File: config.mk
export PLATFORM = sky130hd
export DESIGN_NAME = reqgnt_mux2
export DESIGN_NICKNAME = d
export VERILOG_FILES = /design/src/rtl/mux2_pkg.sv /design/src/rtl/mux2_arbiter.sv /design/src/rtl/mux2_txn_count.sv /design/src/rtl/mux2_resp_stage.sv /design/src/rtl/reqgnt_mux2.sv
export SDC_FILE = /design/constraint.sdc
export NUM_CORES = 1
export LEC_CHECK = 0
export BUFFER_PORTS_ARGS = -buffer_cell sky130_fd_sc_hd__buf_2
export CAP_MARGIN = 30
export CORE_AREA = 3 3 127 129
export DETAILED_ROUTE_END_ITERATION = 7
export DIE_AREA = 0 0 130 132
export GPL_TIMING_DRIVEN = 0
export HOLD_SLACK_MARGIN = 0.15
export SETUP_SLACK_MARGIN = 0.02
export SYNTH_ARGS = -nofsm -noshare
export SYNTH_HDL_FRONTEND = slang
export SYNTH_HIERARCHICAL = 1
export SYNTH_SLANG_ARGS = --single-unit
File: constraint.sdc
create_clock -name clk -period 4.75 [get_ports clk]
set_clock_uncertainty 0.05 [all_clocks]
set_input_delay 0.95 -clock clk [delete_from_list [all_inputs] [get_ports clk]]
set_output_delay 0.95 -clock clk [all_outputs]
set_load 0.03 [all_outputs]
File: src/rtl/mux2_pkg.sv
package mux2_pkg;
  localparam int unsigned ADDR_W = 32;
  localparam int unsigned DATA_W = 32;
  localparam int unsigned BE_W   = DATA_W / 8;

  typedef enum logic {
    PORT0 = 1'b0,
    PORT1 = 1'b1
  } port_e;
endpackage

File: src/rtl/mux2_arbiter.sv
module mux2_arbiter
  import mux2_pkg::*;
(
  input  logic  clk,
  input  logic  rst_n,
  input  logic  req0,
  input  logic  req1,
  input  logic  room,
  input  logic  xfer,
  output logic  phase,
  output port_e sel,
  output logic  launch
);
  logic  phase_q;
  port_e sel_q;
  port_e prio_q;
  port_e pick;

  // Contended requests go to the priority holder; otherwise the lone requester.
  always_comb begin
    if (req0 && req1)  pick = prio_q;
    else if (req1)     pick = PORT1;
    else               pick = PORT0;
  end

  // A decision is taken only while nothing is offered downstream.
  assign launch = !phase_q && (req0 || req1) && room;

  always_ff @(posedge clk or negedge rst_n) begin
    if (!rst_n) begin
      phase_q <= 1'b0;
      sel_q   <= PORT0;
      prio_q  <= PORT0;
    end else if (launch) begin
      phase_q <= 1'b1;
      sel_q   <= pick;
      prio_q  <= port_e'(~pick);
    end else if (xfer) begin
      phase_q <= 1'b0;
    end
  end

  assign phase = phase_q;
  assign sel   = sel_q;
endmodule

File: src/rtl/mux2_txn_count.sv
module mux2_txn_count #(
  parameter int unsigned MAX_OUT = 4,
  parameter int unsigned CNT_W   = $clog2(MAX_OUT + 1)
) (
  input  logic             clk,
  input  logic             rst_n,
  input  logic             inc,
  input  logic             dec,
  output logic [CNT_W-1:0] cnt,
  output logic             room,
  output logic             busy
);
  logic [CNT_W-1:0] cnt_q;

  function automatic logic [CNT_W-1:0] next_cnt(input logic [CNT_W-1:0] c,
                                                input logic up, input logic dn);
    case ({up, dn})
      2'b10:   return c + 1'b1;
      2'b01:   return c - 1'b1;
      default: return c;
    endcase
  endfunction

  always_ff @(posedge clk or negedge rst_n) begin
    if (!rst_n) cnt_q <= '0;
    else        cnt_q <= next_cnt(cnt_q, inc, dec);
  end

  assign cnt  = cnt_q;
  assign room = cnt_q < CNT_W'(MAX_OUT);
  assign busy = cnt_q != '0;
endmodule

File: src/rtl/mux2_resp_stage.sv
module mux2_resp_stage
  import mux2_pkg::*;
#(
  parameter int unsigned ID_W   = 2,
  parameter int unsigned S_ID_W = ID_W + 1
) (
  input  logic              clk,
  input  logic              rst_n,
  input  logic              busy,
  input  logic              s_rvalid,
  input  logic [S_ID_W-1:0] s_rid,
  input  logic [DATA_W-1:0] s_rdata,
  input  logic              s_err,
  output logic              s_rready,
  input  logic              m0_rready,
  input  logic              m1_rready,
  output logic              m0_rvalid,
  output logic              m1_rvalid,
  output logic [ID_W-1:0]   out_rid,
  output logic [DATA_W-1:0] out_rdata,
  output logic              out_err,
  output logic              take
);
  logic              vld_q;
  port_e             dst_q;
  logic [ID_W-1:0]   id_q;
  logic [DATA_W-1:0] data_q;
  logic              err_q;
  logic              deq;

  function automatic port_e route_of(input logic [S_ID_W-1:0] rid);
    return port_e'(rid[S_ID_W-1]);
  endfunction

  function automatic logic [ID_W-1:0] strip_id(input logic [S_ID_W-1:0] rid);
    return rid[ID_W-1:0];
  endfunction

  assign deq      = vld_q && ((dst_q == PORT1) ? m1_rready : m0_rready);
  // Driven only from state and master-side inputs, never from slave-side inputs.
  assign s_rready = busy && (!vld_q || deq);
  assign take     = s_rvalid && s_rready;

  always_ff @(posedge clk or negedge rst_n) begin
    if (!rst_n) begin
      vld_q  <= 1'b0;
      dst_q  <= PORT0;
      id_q   <= '0;
      data_q <= '0;
      err_q  <= 1'b0;
    end else if (take) begin
      vld_q  <= 1'b1;
      dst_q  <= route_of(s_rid);
      id_q   <= strip_id(s_rid);
      data_q <= s_rdata;
      err_q  <= s_err;
    end else if (deq) begin
      vld_q  <= 1'b0;
    end
  end

  assign m0_rvalid = vld_q && (dst_q == PORT0);
  assign m1_rvalid = vld_q && (dst_q == PORT1);
  assign out_rid   = id_q;
  assign out_rdata = data_q;
  assign out_err   = err_q;
endmodule

File: src/rtl/reqgnt_mux2.sv
module reqgnt_mux2
  import mux2_pkg::*;
#(
  parameter int unsigned ID_W    = 2,
  parameter int unsigned MAX_OUT = 4
) (
  input  logic              clk,
  input  logic              rst_n,
  input  logic              m0_req,
  output logic              m0_gnt,
  input  logic [ADDR_W-1:0] m0_addr,
  input  logic              m0_we,
  input  logic [BE_W-1:0]   m0_be,
  input  logic [DATA_W-1:0] m0_wdata,
  input  logic [ID_W-1:0]   m0_aid,
  output logic              m0_rvalid,
  input  logic              m0_rready,
  output logic [DATA_W-1:0] m0_rdata,
  output logic              m0_err,
  output logic [ID_W-1:0]   m0_rid,
  input  logic              m1_req,
  output logic              m1_gnt,
  input  logic [ADDR_W-1:0] m1_addr,
  input  logic              m1_we,
  input  logic [BE_W-1:0]   m1_be,
  input  logic [DATA_W-1:0] m1_wdata,
  input  logic [ID_W-1:0]   m1_aid,
  output logic              m1_rvalid,
  input  logic              m1_rready,
  output logic [DATA_W-1:0] m1_rdata,
  output logic              m1_err,
  output logic [ID_W-1:0]   m1_rid,
  output logic              s_req,
  input  logic              s_gnt,
  output logic [ADDR_W-1:0] s_addr,
  output logic              s_we,
  output logic [BE_W-1:0]   s_be,
  output logic [DATA_W-1:0] s_wdata,
  output logic [ID_W:0]     s_aid,
  input  logic              s_rvalid,
  output logic              s_rready,
  input  logic [DATA_W-1:0] s_rdata,
  input  logic              s_err,
  input  logic [ID_W:0]     s_rid
);
  localparam int unsigned S_ID_W = ID_W + 1;
  localparam int unsigned CNT_W  = $clog2(MAX_OUT + 1);

  function automatic logic [S_ID_W-1:0] extend_id(input port_e p, input logic [ID_W-1:0] id);
    return {logic'(p), id};
  endfunction

  // Named internal events, also observed by the bound checker.
  logic             phase;
  port_e            sel;
  logic             launch;
  logic             addr_xfer;
  logic             resp_take;
  logic             room;
  logic             busy;
  logic [CNT_W-1:0] out_cnt;
  logic [ID_W-1:0]  fwd_rid;
  logic [DATA_W-1:0] fwd_rdata;
  logic             fwd_err;

  mux2_arbiter u_arb (
    .clk    (clk),
    .rst_n  (rst_n),
    .req0   (m0_req),
    .req1   (m1_req),
    .room   (room),
    .xfer   (addr_xfer),
    .phase  (phase),
    .sel    (sel),
    .launch (launch)
  );

  mux2_txn_count #(.MAX_OUT(MAX_OUT), .CNT_W(CNT_W)) u_cnt (
    .clk   (clk),
    .rst_n (rst_n),
    .inc   (addr_xfer),
    .dec   (resp_take),
    .cnt   (out_cnt),
    .room  (room),
    .busy  (busy)
  );

  mux2_resp_stage #(.ID_W(ID_W), .S_ID_W(S_ID_W)) u_resp (
    .clk       (clk),
    .rst_n     (rst_n),
    .busy      (busy),
    .s_rvalid  (s_rvalid),
    .s_rid     (s_rid),
    .s_rdata   (s_rdata),
    .s_err     (s_err),
    .s_rready  (s_rready),
    .m0_rready (m0_rready),
    .m1_rready (m1_rready),
    .m0_rvalid (m0_rvalid),
    .m1_rvalid (m1_rvalid),
    .out_rid   (fwd_rid),
    .out_rdata (fwd_rdata),
    .out_err   (fwd_err),
    .take      (resp_take)
  );

  // Address path: the registered selection steers the winner downstream.
  assign s_req     = phase;
  assign s_addr    = (sel == PORT1) ? m1_addr  : m0_addr;
  assign s_we      = (sel == PORT1) ? m1_we    : m0_we;
  assign s_be      = (sel == PORT1) ? m1_be    : m0_be;
  assign s_wdata   = (sel == PORT1) ? m1_wdata : m0_wdata;
  assign s_aid     = extend_id(sel, (sel == PORT1) ? m1_aid : m0_aid);
  assign addr_xfer = s_req && s_gnt;
  assign m0_gnt    = addr_xfer && (sel == PORT0);
  assign m1_gnt    = addr_xfer && (sel == PORT1);

  // Response path: both masters see the held payload, only one sees valid.
  assign m0_rdata = fwd_rdata;
  assign m1_rdata = fwd_rdata;
  assign m0_err   = fwd_err;
  assign m1_err   = fwd_err;
  assign m0_rid   = fwd_rid;
  assign m1_rid   = fwd_rid;
endmodule

==> results.toml <==
[clock_tree]
clock_insertion_delay_worst_skew_ns = 0.29
maximum_buffer_depth_of_the_clock_tree = 2
h-tree-depth = 2
worst_setup_hold_path_clk_slew_ns = 0.07
cts_setup_buffers = 0
tritoncts = "yes"
cts.hold.buffers_added = 0
numCtsBuffers = 5
post_cts_resized = 0
cts_sinks = 43
cts.root.buffer_cell = "sky130_fd_sc_hd__clkbuf_16"

[floorplanning]
dieHeight_um = 132
floorplan.initialDensity_pct = 21.39
chipWidth_um = 130
design.die.area_um2 = 17160
design.portCount = 334
core-area_um2 = 15150
rows = 45

[sta]
timing_max_transition_violations_final = 0
timing_worst_slew_pin_value_ns = 0.4040
maxClockFrequency_ghz = 0.3590
grt_setup_unrepaired = "false"
fin_setup_tns_ns = 0
fin_hold_ws_ns = 0.4325
slew_headroom_pct = 73.01
total_count_of_hold_check_failures_in_the_final_report = 0
timing.final.crit_period_ns = 2.786
report.final.setup_viol = 0
period_share_pct = 58.65

[status]
status = "completed"

[placement]
hpwlAfterDp_mm = 10.06
io_buffers = 333
place_congestion = 0.8165

[power_and_ir_drop]
static-leakage-power_uw = 0.002948
ir_drop_v = 0.0004208
power-per-cell-area_nw_per_um2 = 705.4

[setup_path]
timing.critical_path.required_ns = 3.75
cpMostUsedCell = "sky130_fd_sc_hd__buf_2"
cp_slowest_stage_delay_ns = 0.28
timing.setup.critical_path_class = "in2out"
reg2reg_setup_slack_ns = 2.32
worst_setup_path_start_kind = "input pin"
crit_path_slowest_cell = "sky130_fd_sc_hd__mux2i_1"
crit_path_cell_trace = "buf_2, mux2i_1, nand2_1, and2_1, buf_2"
end_kind = "primary output"
crit_fanout = 2
arrival_ns = 1.79

[cells_and_area]
syn2layout_area_growth_pct = 64.70
final_core_utilization_pct = 35.23
diodes = 0
post_route_cells_drive_above_1_share_pct = 85.64
fin_nets = 765

[global_route]
globalRouteMet1Util_pct = 14.22
groute.usage.overall_pct = 12.54
antenna_found_initial = 1
globalRouteMet3Util_pct = 3.485
grt_most_used_layer = "met2"
grt_pass1_vias = 3145
met2_usage_in_global_routing_pct = 23.04
grt_pass1_wl_mm = 16.87
grt_max_degree = 30
gr-total-overflow = 0

[route]
detail_route.wl_per_cell_um = 15.42
ant_nets = 0
drt-total-wl_mm = 11.81
remaining_drc_errors = 0
dr.first_iter.drc_count = 58
routed-via-count = 3087
dr.pass1.iters = 4
vias_per_cell = 4.030

[min_path]
hold_path.class = "reg2reg"

[logic_synthesis]
ys_warnings = 6
post_synth_instance_area_um2 = 3239
post_synthesis_net_count = 424
postSynthCellCount = 236
post_synth.cell_area_avg_um2 = 13.73

[flow_run]
max_cap_viol_count = 0
cell type report:
| class | instances | area, µm² |
|---|---|---|
| fill | 1539 | 9811 |
| buffer | 47 | 450.4 |
| timing repair buffer | 334 | 1687 |
| clock buffer | 6 | 138.9 |
| multi-input combinational | 140 | 1690 |
| sequential | 43 | 1076 |
| tap | 188 | 235.2 |
| clock inverter | 2 | 35.03 |
| inverter | 6 | 22.52 |
worst paths after layout:
path	cells past startpoint	from	to
hold reg to reg	1	u_cnt/cnt[0]	u_cnt/cnt[0]
setup / recovery	5	m1_rready	s_rready
min in group asynchronous	1	rst_n	u_resp/out_rdata[4]
hold / removal	1	u_cnt/cnt[0]	u_cnt/cnt[0]
max in group asynchronous	2	rst_n	u_arb/sel
setup reg to reg	11	u_cnt/cnt[0]	u_cnt/cnt[2]
where the power goes:
part           internal, µW  switching, µW  leakage, µW  total, µW
sequential              554            153     0.000502        707
clock                   262            147    0.0000868        409
combinational          1100           1550      0.00236       2650
total                  1920           1850      0.00295       3760
placed cells by master (no fill, tap or decap), types with 2 or more instances in the layout:
master / count
sky130_fd_sc_hd__a21oi_1: 2
sky130_fd_sc_hd__a31oi_1: 2
sky130_fd_sc_hd__and2_1: 3
sky130_fd_sc_hd__buf_12: 7
sky130_fd_sc_hd__buf_2: 333
sky130_fd_sc_hd__buf_4: 36
sky130_fd_sc_hd__buf_6: 4
sky130_fd_sc_hd__clkbuf_16: 5
sky130_fd_sc_hd__dfrtp_1: 43
sky130_fd_sc_hd__inv_1: 6
sky130_fd_sc_hd__mux2_1: 2
sky130_fd_sc_hd__mux2_2: 36
sky130_fd_sc_hd__mux2_4: 68
sky130_fd_sc_hd__mux2i_1: 2
sky130_fd_sc_hd__nand2_1: 4
sky130_fd_sc_hd__nor2_1: 2
sky130_fd_sc_hd__o21ai_0: 4
sky130_fd_sc_hd__xnor2_1: 2
critical path: cells and delay by family:
kind / cells / cell delay, ns
buffers and inverters: 2 / 0.28
muxes: 1 / 0.28
and+or+nand+nor: 2 / 0.27
layer usage:
metal | wire [µm] | vias to the layer above
met2 | 5894 | 182
met5 | 13 | -
met3 | 1182 | 9
met1 | 4582 | 1423
met4 | 140 | 2
li1 | - | 1471
registers in the layout, summed over array words and instances (netlist names):
| name | count |
|---|---|
| u_resp/dst_q | 1 |
| u_resp/vld_q | 1 |
| u_arb/sel | 1 |
| u_resp/out_rid | 2 |
| u_resp/out_rdata | 32 |
| u_resp/out_err | 1 |
| u_arb/phase | 1 |
| u_arb/prio_q | 1 |
| u_cnt/cnt | 3 |
metrics by stage:
step,setup slack (ns),total power (µW),instances,instance area (µm²)
2_1_floorplan,2.138,2698,236,3239
3_3_place_gp,1.774,3379,757,5141
3_5_place_dp,1.765,3388,758,5161
4_1_cts,1.950,3821,766,5335
5_1_grt,1.881,3965,766,5335
6_report,1.964,3764,766,5335
No activity file was read; power rests on OpenSTA's default activity.
